`config.mk`:
```
export PLATFORM = sky130hd
export DESIGN_NAME = prio_intc
export DESIGN_NICKNAME = d
export VERILOG_FILES = /design/src/rtl/prio_intc_pkg.sv /design/src/rtl/prio_intc_pick.sv /design/src/rtl/prio_intc_cfg.sv /design/src/rtl/prio_intc_core.sv /design/src/rtl/prio_intc.sv
export SDC_FILE = /design/constraint.sdc
export NUM_CORES = 1
export LEC_CHECK = 0
export ABC_CLOCK_PERIOD_IN_PS = 14000
export BUFFER_PORTS_ARGS = -buffer_cell sky130_fd_sc_hd__buf_2
export CORE_MARGIN = 1.5
export CORE_UTILIZATION = 25
export DETAILED_ROUTE_END_ITERATION = 10
export PLACE_DENSITY = 0.39
export SYNTH_ARGS = -nofsm -noshare
export SYNTH_HDL_FRONTEND = slang
export SYNTH_HIERARCHICAL = 1
export SYNTH_SLANG_ARGS = --single-unit
export TNS_END_PERCENT = 20
```
`constraint.sdc`:
```
create_clock -name clk -period 14 [get_ports clk]
set_input_delay 2.8 -clock clk [delete_from_list [all_inputs] [get_ports clk]]
set_output_delay 2.8 -clock clk [all_outputs]
set_load 0.01 [all_outputs]
```
`src/rtl/prio_intc_pkg.sv`:
```
package prio_intc_pkg;
  localparam int unsigned LINES = 8;
  localparam int unsigned IDW   = $clog2(LINES);
  localparam int unsigned DW    = 8;

  // command decode positions
  localparam int unsigned INIT_BIT   = 4;
  localparam int unsigned SNGL_BIT   = 1;
  localparam int unsigned WANT4_BIT  = 0;
  localparam int unsigned AEOI_BIT   = 1;
  localparam int unsigned RSEL_V_BIT = 1;
  localparam int unsigned RSEL_S_BIT = 0;
  localparam logic [2:0]  EOI_SPEC   = 3'b011;
  localparam logic [2:0]  EOI_LOW    = 3'b001;
  localparam logic [1:0]  GRP_OCW2   = 2'b00;
  localparam logic [1:0]  GRP_OCW3   = 2'b01;
  localparam logic [DW-1:0] MASK_RST = '1;

  typedef enum logic [1:0] {
    SEQ_IDLE,
    SEQ_BASE,
    SEQ_CASC,
    SEQ_MODE
  } seq_t;
endpackage

```
`src/rtl/prio_intc_pick.sv`:
```
module prio_intc_pick #(
  parameter int unsigned W  = 8,
  localparam int unsigned IW = $clog2(W)
) (
  input  logic [W-1:0]  vec,
  output logic          found,
  output logic [IW-1:0] idx
);
  always_comb begin
    found = 1'b0;
    idx   = '0;
    for (int i = W - 1; i >= 0; i--) begin
      if (vec[i]) begin
        found = 1'b1;
        idx   = IW'(i);
      end
    end
  end
endmodule

```
`src/rtl/prio_intc_cfg.sv`:
```
module prio_intc_cfg
  import prio_intc_pkg::*;
(
  input  logic             clk,
  input  logic             rst_n,
  input  logic             wr_en,
  input  logic             addr_dat,
  input  logic [DW-1:0]    wdata,
  output logic [LINES-1:0] mask,
  output logic [DW-1:0]    base,
  output logic [DW-1:0]    casc,
  output logic             auto_eoi,
  output logic             ready,
  output logic             sel_isr,
  output logic             init_pulse,
  output logic             eoi_spec,
  output logic             eoi_low,
  output logic [IDW-1:0]   eoi_line
);
  logic cmd_wr, dat_wr, ocw2_wr, ocw3_wr;

  seq_t             seq_q, seq_nx;
  logic             skip_q, skip_nx;
  logic             want4_q, want4_nx;
  logic             ready_q, ready_nx;
  logic             aeoi_q, aeoi_nx;
  logic             sel_q, sel_nx;
  logic [LINES-1:0] mask_q, mask_nx;
  logic             mask_en;
  logic [DW-1:0]    base_q;
  logic             base_en;
  logic [DW-1:0]    casc_q, casc_nx;
  logic             casc_en;

  assign cmd_wr     = wr_en & ~addr_dat;
  assign dat_wr     = wr_en & addr_dat;
  assign init_pulse = cmd_wr & wdata[INIT_BIT];
  assign ocw2_wr    = cmd_wr & (wdata[4:3] == GRP_OCW2);
  assign ocw3_wr    = cmd_wr & (wdata[4:3] == GRP_OCW3);
  assign eoi_spec   = ocw2_wr & (wdata[7:5] == EOI_SPEC);
  assign eoi_low    = ocw2_wr & (wdata[7:5] == EOI_LOW);
  assign eoi_line   = wdata[IDW-1:0];

  always_comb begin
    seq_nx   = seq_q;
    skip_nx  = skip_q;
    want4_nx = want4_q;
    ready_nx = ready_q;
    aeoi_nx  = aeoi_q;
    sel_nx   = sel_q;
    mask_en  = 1'b0;
    mask_nx  = mask_q;
    base_en  = 1'b0;
    casc_en  = 1'b0;
    casc_nx  = casc_q;
    if (init_pulse) begin
      seq_nx   = SEQ_BASE;
      skip_nx  = wdata[SNGL_BIT];
      want4_nx = wdata[WANT4_BIT];
      ready_nx = 1'b0;
      aeoi_nx  = 1'b0;
      sel_nx   = 1'b0;
      mask_en  = 1'b1;
      mask_nx  = '0;
      casc_en  = 1'b1;
      casc_nx  = '0;
    end else if (dat_wr) begin
      unique case (seq_q)
        SEQ_BASE: begin
          base_en = 1'b1;
          if (!skip_q) begin
            seq_nx = SEQ_CASC;
          end else if (want4_q) begin
            seq_nx = SEQ_MODE;
          end else begin
            seq_nx   = SEQ_IDLE;
            ready_nx = 1'b1;
          end
        end
        SEQ_CASC: begin
          casc_en = 1'b1;
          casc_nx = wdata;
          if (want4_q) begin
            seq_nx = SEQ_MODE;
          end else begin
            seq_nx   = SEQ_IDLE;
            ready_nx = 1'b1;
          end
        end
        SEQ_MODE: begin
          aeoi_nx  = wdata[AEOI_BIT];
          seq_nx   = SEQ_IDLE;
          ready_nx = 1'b1;
        end
        default: begin
          mask_en = 1'b1;
          mask_nx = wdata[LINES-1:0];
        end
      endcase
    end else if (ocw3_wr && wdata[RSEL_V_BIT]) begin
      sel_nx = wdata[RSEL_S_BIT];
    end
  end

  always_ff @(posedge clk or negedge rst_n) begin
    if (!rst_n) begin
      seq_q   <= SEQ_IDLE;
      skip_q  <= 1'b0;
      want4_q <= 1'b0;
      ready_q <= 1'b0;
      aeoi_q  <= 1'b0;
      sel_q   <= 1'b0;
    end else begin
      seq_q   <= seq_nx;
      skip_q  <= skip_nx;
      want4_q <= want4_nx;
      ready_q <= ready_nx;
      aeoi_q  <= aeoi_nx;
      sel_q   <= sel_nx;
    end
  end

  always_ff @(posedge clk or negedge rst_n) begin
    if (!rst_n) begin
      mask_q <= MASK_RST[LINES-1:0];
    end else if (mask_en) begin
      mask_q <= mask_nx;
    end
  end

  always_ff @(posedge clk or negedge rst_n) begin
    if (!rst_n) begin
      base_q <= '0;
    end else if (base_en) begin
      base_q <= wdata;
    end
  end

  always_ff @(posedge clk or negedge rst_n) begin
    if (!rst_n) begin
      casc_q <= '0;
    end else if (casc_en) begin
      casc_q <= casc_nx;
    end
  end

  assign mask     = mask_q;
  assign base     = base_q;
  assign casc     = casc_q;
  assign auto_eoi = aeoi_q;
  assign ready    = ready_q;
  assign sel_isr  = sel_q;
endmodule

```
`src/rtl/prio_intc_core.sv`:
```
module prio_intc_core
  import prio_intc_pkg::*;
(
  input  logic             clk,
  input  logic             rst_n,
  input  logic [LINES-1:0] req_in,
  input  logic [LINES-1:0] mask,
  input  logic             ready,
  input  logic             init_clr,
  input  logic             auto_eoi,
  input  logic             eoi_spec,
  input  logic             eoi_low,
  input  logic [IDW-1:0]   eoi_line,
  input  logic             ack,
  output logic [LINES-1:0] irr,
  output logic [LINES-1:0] isr,
  output logic             int_req,
  output logic             ack_ok,
  output logic [IDW-1:0]   win_line
);
  logic [LINES-1:0] prev_q;
  logic [LINES-1:0] irr_q, irr_nx;
  logic [LINES-1:0] isr_q, isr_nx;
  logic             req_found, isr_found;
  logic [IDW-1:0]   req_idx, isr_idx;

  prio_intc_pick #(.W(LINES)) u_pick_req (
    .vec   (irr_q & ~mask),
    .found (req_found),
    .idx   (req_idx)
  );

  prio_intc_pick #(.W(LINES)) u_pick_isr (
    .vec   (isr_q),
    .found (isr_found),
    .idx   (isr_idx)
  );

  assign int_req  = ready & req_found & (~isr_found | (req_idx < isr_idx));
  assign ack_ok   = ack & int_req;
  assign win_line = req_idx;

  always_comb begin
    irr_nx = (irr_q | (req_in & ~prev_q)) & req_in;
    if (ack_ok) irr_nx[req_idx] = 1'b0;
    if (init_clr) irr_nx = '0;
  end

  always_comb begin
    isr_nx = isr_q;
    if (ack_ok && !auto_eoi) isr_nx[req_idx] = 1'b1;
    if (eoi_spec) isr_nx[eoi_line] = 1'b0;
    if (eoi_low && isr_found) isr_nx[isr_idx] = 1'b0;
    if (init_clr) isr_nx = '0;
  end

  always_ff @(posedge clk or negedge rst_n) begin
    if (!rst_n) begin
      prev_q <= '0;
      irr_q  <= '0;
      isr_q  <= '0;
    end else begin
      prev_q <= req_in;
      irr_q  <= irr_nx;
      isr_q  <= isr_nx;
    end
  end

  assign irr = irr_q;
  assign isr = isr_q;
endmodule

```
`src/rtl/prio_intc.sv`:
```
module prio_intc
  import prio_intc_pkg::*;
(
  input  logic             clk,
  input  logic             rst_n,
  input  logic             master_mode,
  input  logic             bus_wr,
  input  logic             bus_addr,
  input  logic [DW-1:0]    bus_wdata,
  output logic [DW-1:0]    bus_rdata,
  input  logic [LINES-1:0] irq_in,
  output logic             int_out,
  input  logic             inta,
  input  logic             cas_sel_in,
  input  logic [IDW-1:0]   cas_id_in,
  output logic             cas_sel_out,
  output logic [IDW-1:0]   cas_id_out,
  output logic             vec_en,
  output logic [DW-1:0]    vec_out
);
  localparam logic [IDW-1:0] SPUR_LINE = IDW'(LINES - 1);

  logic [LINES-1:0] mask, irr, isr;
  logic [DW-1:0]    base, casc;
  logic             auto_eoi, ready, sel_isr, init_pulse;
  logic             eoi_spec, eoi_low;
  logic [IDW-1:0]   eoi_line;
  logic             ack_here, ack_ok, int_req, to_sub;
  logic [IDW-1:0]   win_line, vec_line;

  prio_intc_cfg u_cfg (
    .clk        (clk),
    .rst_n      (rst_n),
    .wr_en      (bus_wr),
    .addr_dat   (bus_addr),
    .wdata      (bus_wdata),
    .mask       (mask),
    .base       (base),
    .casc       (casc),
    .auto_eoi   (auto_eoi),
    .ready      (ready),
    .sel_isr    (sel_isr),
    .init_pulse (init_pulse),
    .eoi_spec   (eoi_spec),
    .eoi_low    (eoi_low),
    .eoi_line   (eoi_line)
  );

  assign ack_here = inta & (master_mode | (cas_sel_in & (cas_id_in == casc[IDW-1:0])));

  prio_intc_core u_core (
    .clk      (clk),
    .rst_n    (rst_n),
    .req_in   (irq_in),
    .mask     (mask),
    .ready    (ready),
    .init_clr (init_pulse),
    .auto_eoi (auto_eoi),
    .eoi_spec (eoi_spec),
    .eoi_low  (eoi_low),
    .eoi_line (eoi_line),
    .ack      (ack_here),
    .irr      (irr),
    .isr      (isr),
    .int_req  (int_req),
    .ack_ok   (ack_ok),
    .win_line (win_line)
  );

  assign to_sub      = master_mode & ack_ok & casc[win_line];
  assign vec_line    = ack_ok ? win_line : SPUR_LINE;
  assign cas_sel_out = ack_here & to_sub;
  assign cas_id_out  = win_line;
  assign vec_en      = ack_here & ~to_sub;
  assign vec_out     = base + DW'(vec_line);
  assign int_out     = int_req;
  assign bus_rdata   = bus_addr ? DW'(mask) : (sel_isr ? DW'(isr) : DW'(irr));
endmodule

```
==> flow_metrics.tcl <==
set metrics [dict create \
    syn_area_per_cell_um2 10.4 \
    design_area_um2 3830 \
    drive_gt1_share_pct 24.8 \
    post-route-util_pct 30.0 \
    drv_slew 0 \
    worst_setup_path_start_kind "input pin" \
    start_util_pct 25.8 \
    ys_warn_count 6 \
    yosys.cell_types.count 64 \
    min_period_ns 8.56 \
    clk_pin_slew_ns 0.07 \
    dp_hpwl_mm 6.79 \
    finalWorstSetupSlack_ns 5.44 \
    row_count 41 \
    top_usage_layer "met2" \
    dp.cells 527 \
    overflow 0 \
    chipHeight_um 118 \
    pre_cts_ws_ns 5.38 \
    worstReg2RegStart "u_core/isr[2]" \
    cts_resized 0 \
    slew_headroom_pct 19.6 \
    grtUsageTotal_pct 13.9 \
    tightest_slew_ns 1.19 \
    area_growth_pct 16.0 \
    synth.largest_area_cell "dfrtp_1" \
    io_pins 48 \
    postCtsSetupBuffers 0 \
    synth_area_leaders "dfrtp_1 (36%), dfstp_2 (6.4%), a22o_1 (4.0%)" \
    met3_usage_pct 2.62 \
    tns_ns 0 \
    finalCritPeriodShare_pct 61.2 \
    die_area_um2 13900 \
    clkLatencyLatePin_ns 0.30 \
    hold_path_depth 1 \
    num_vias 2548 \
    htreeDepth 2 \
    synth-edff-count 0 \
    peakVddDrop_mv 0.0494 \
    synth_top_cells_by_count "dfrtp_1 (47), nand2_1 (21), inv_1 (16)" \
    end_kind "primary output" \
    syn_nets 350 \
    cp.required_ns 11.20 \
    finalSetupViolCount 0 \
    p_per_area_nw_per_um2 169 \
    grt_pass1_vias 2606 \
    grt.met1_usage_pct 19.8 \
    synth_flop_cell "dfrtp_1" \
    cp.arrival_ns 5.76 \
    finalPower_uw 648 \
    min_to "u_cfg/casc[3]" \
    critPathKind "in -> out" \
    ys_seq_area_share_pct 42.0 \
    cts_hold_buf 0 \
    nNetsFinal 394 \
    clockBufferDepth 2 \
    wl_mm 9.19 \
    antenna_found_initial 0 \
    reg2reg_depth 5 \
    synth.most_common_cell "dfrtp_1" \
    antenna_cells 0 \
    status "finished, final reports clean" \
    routedWlPerCell_um 17.2 \
    cts_made_buffers 5 \
    cts_root_buf "clkbuf_16" \
    syn_inst 318 \
    ys_ff_latch 55 \
    vias_per_cell 4.76 \
    grt_max_degree 56 \
    port_buffers 47 \
    r2r-end "u_core/irr[4]" \
    placed_area_um2 3680 \
    rsz0062_at_grt "no" \
    power_leakage_nw 1.64 \
    drtIter0Drc 183 \
    final_antenna_net_count 0 \
    synthesis.area_um2 3300 \
    async_flop_share_pct 100 \
    clock-sinks 55 \
    grt_pass1_wl_mm 15.0 \
    die_x_um 118 \
    final_cells 535 \
    hold_violations 0 \
    met2_usage_pct 21.5 \
    place.gp.congestion 0.791 \
    hold_start "u_cfg/casc[3]" \
    drt_pre_antenna_iters 4 \
    fmax_mhz 117 \
    fin_skew_ns 0.0111 \
    hold_ws_ns 0.501 \
    synth_top_area_share_pct 35.6 \
    drc_errors 0 \
    hold_path.class "reg -> reg" \
    r2r_slack_ns 10.78 \
    cap_violations 0 \
    worstPathMaxFanout 12 \
    cts_tree "yes" \
    core_um2 12800 \
]
## per-layer routing
metal	wire [µm]	share of wire [%]
met1	4570	50
met3	324	3.5
met2	4190	46
met4	110	1.2
met5	0	0
## layout by cell type, fill, tap and decap left out, drive strengths merged, types with 9 or more instances in the layout
master  instances
nand3b          9
a31oi           9
a22o           15
buf            52
inv            17
o21ai          20
nand2          21
mux2i          11
nor2           16
nand2b         16
dfrtp          47
nor2b          15
mux2           10
## worst max-delay path: stages
cell	delay [ns]
buf_2	0.10
xnor2_1	0.15
a41oi_1	0.15
nor2b_1	0.56
o21a_1	0.55
nand2b_1	0.11
ha_1	0.22
fa_1	0.40
a21oi_1	0.16
nor2b_1	0.08
and3_1	0.19
xor2_1	0.13
buf_2	0.14
## state kept, by name, summed over array words and instances (netlist names)
signal	cells
u_core/irr	8
u_cfg/auto_eoi	1
u_cfg/want4_q	1
u_core/prev_q	8
u_cfg/mask	8
u_cfg/casc	8
u_cfg/sel_isr	1
u_cfg/base	8
u_core/isr	8
u_cfg/seq_q	2
u_cfg/skip_q	1
u_cfg/ready	1
## final cells by class
type                    count  area (µm²)
flip-flops and latches     55        1390
clock inverters             3        18.8
clock buffers               5         125
repair buffers             52         273
inverters                  16        60.1
multi-input cells         232        1750
fillers                  1358        8940
well taps                 172         215
## logic make-up after synthesis
group | after synthesis | share of synthesized area (%)
multiplexers | 22 | 7.77
adder cells (fa/ha/maj) | 6 | 2.50
XOR/XNOR | 9 | 2.39
AND/OR/NAND/NOR | 110 | 21.2
flip-flops | 55 | 42.0
AO/OA/AOI/OAI | 85 | 19.0
buffers and inverters | 31 | 5.16
## how the worst max path moves through the flow
stage | startpoint | to | slack (ns)
2_1_floorplan | cas_id_in[0] | vec_out[6] | 6.15
3_3_place_gp | cas_id_in[0] | vec_out[6] | 5.45
3_5_place_dp | cas_id_in[2] | vec_out[6] | 5.38
4_1_cts | cas_id_in[2] | vec_out[6] | 5.38
5_1_grt | cas_id_in[2] | vec_out[6] | 5.15
6_report | cas_id_in[2] | vec_out[6] | 5.44
## power by group
group          internal [mW]  switching [mW]  total, mW
sequential             0.200          0.0448      0.245
combinational          0.125           0.152      0.277
clock                 0.0665          0.0598      0.126
total                  0.391           0.257      0.648
Power figures use the tool's default switching activity.
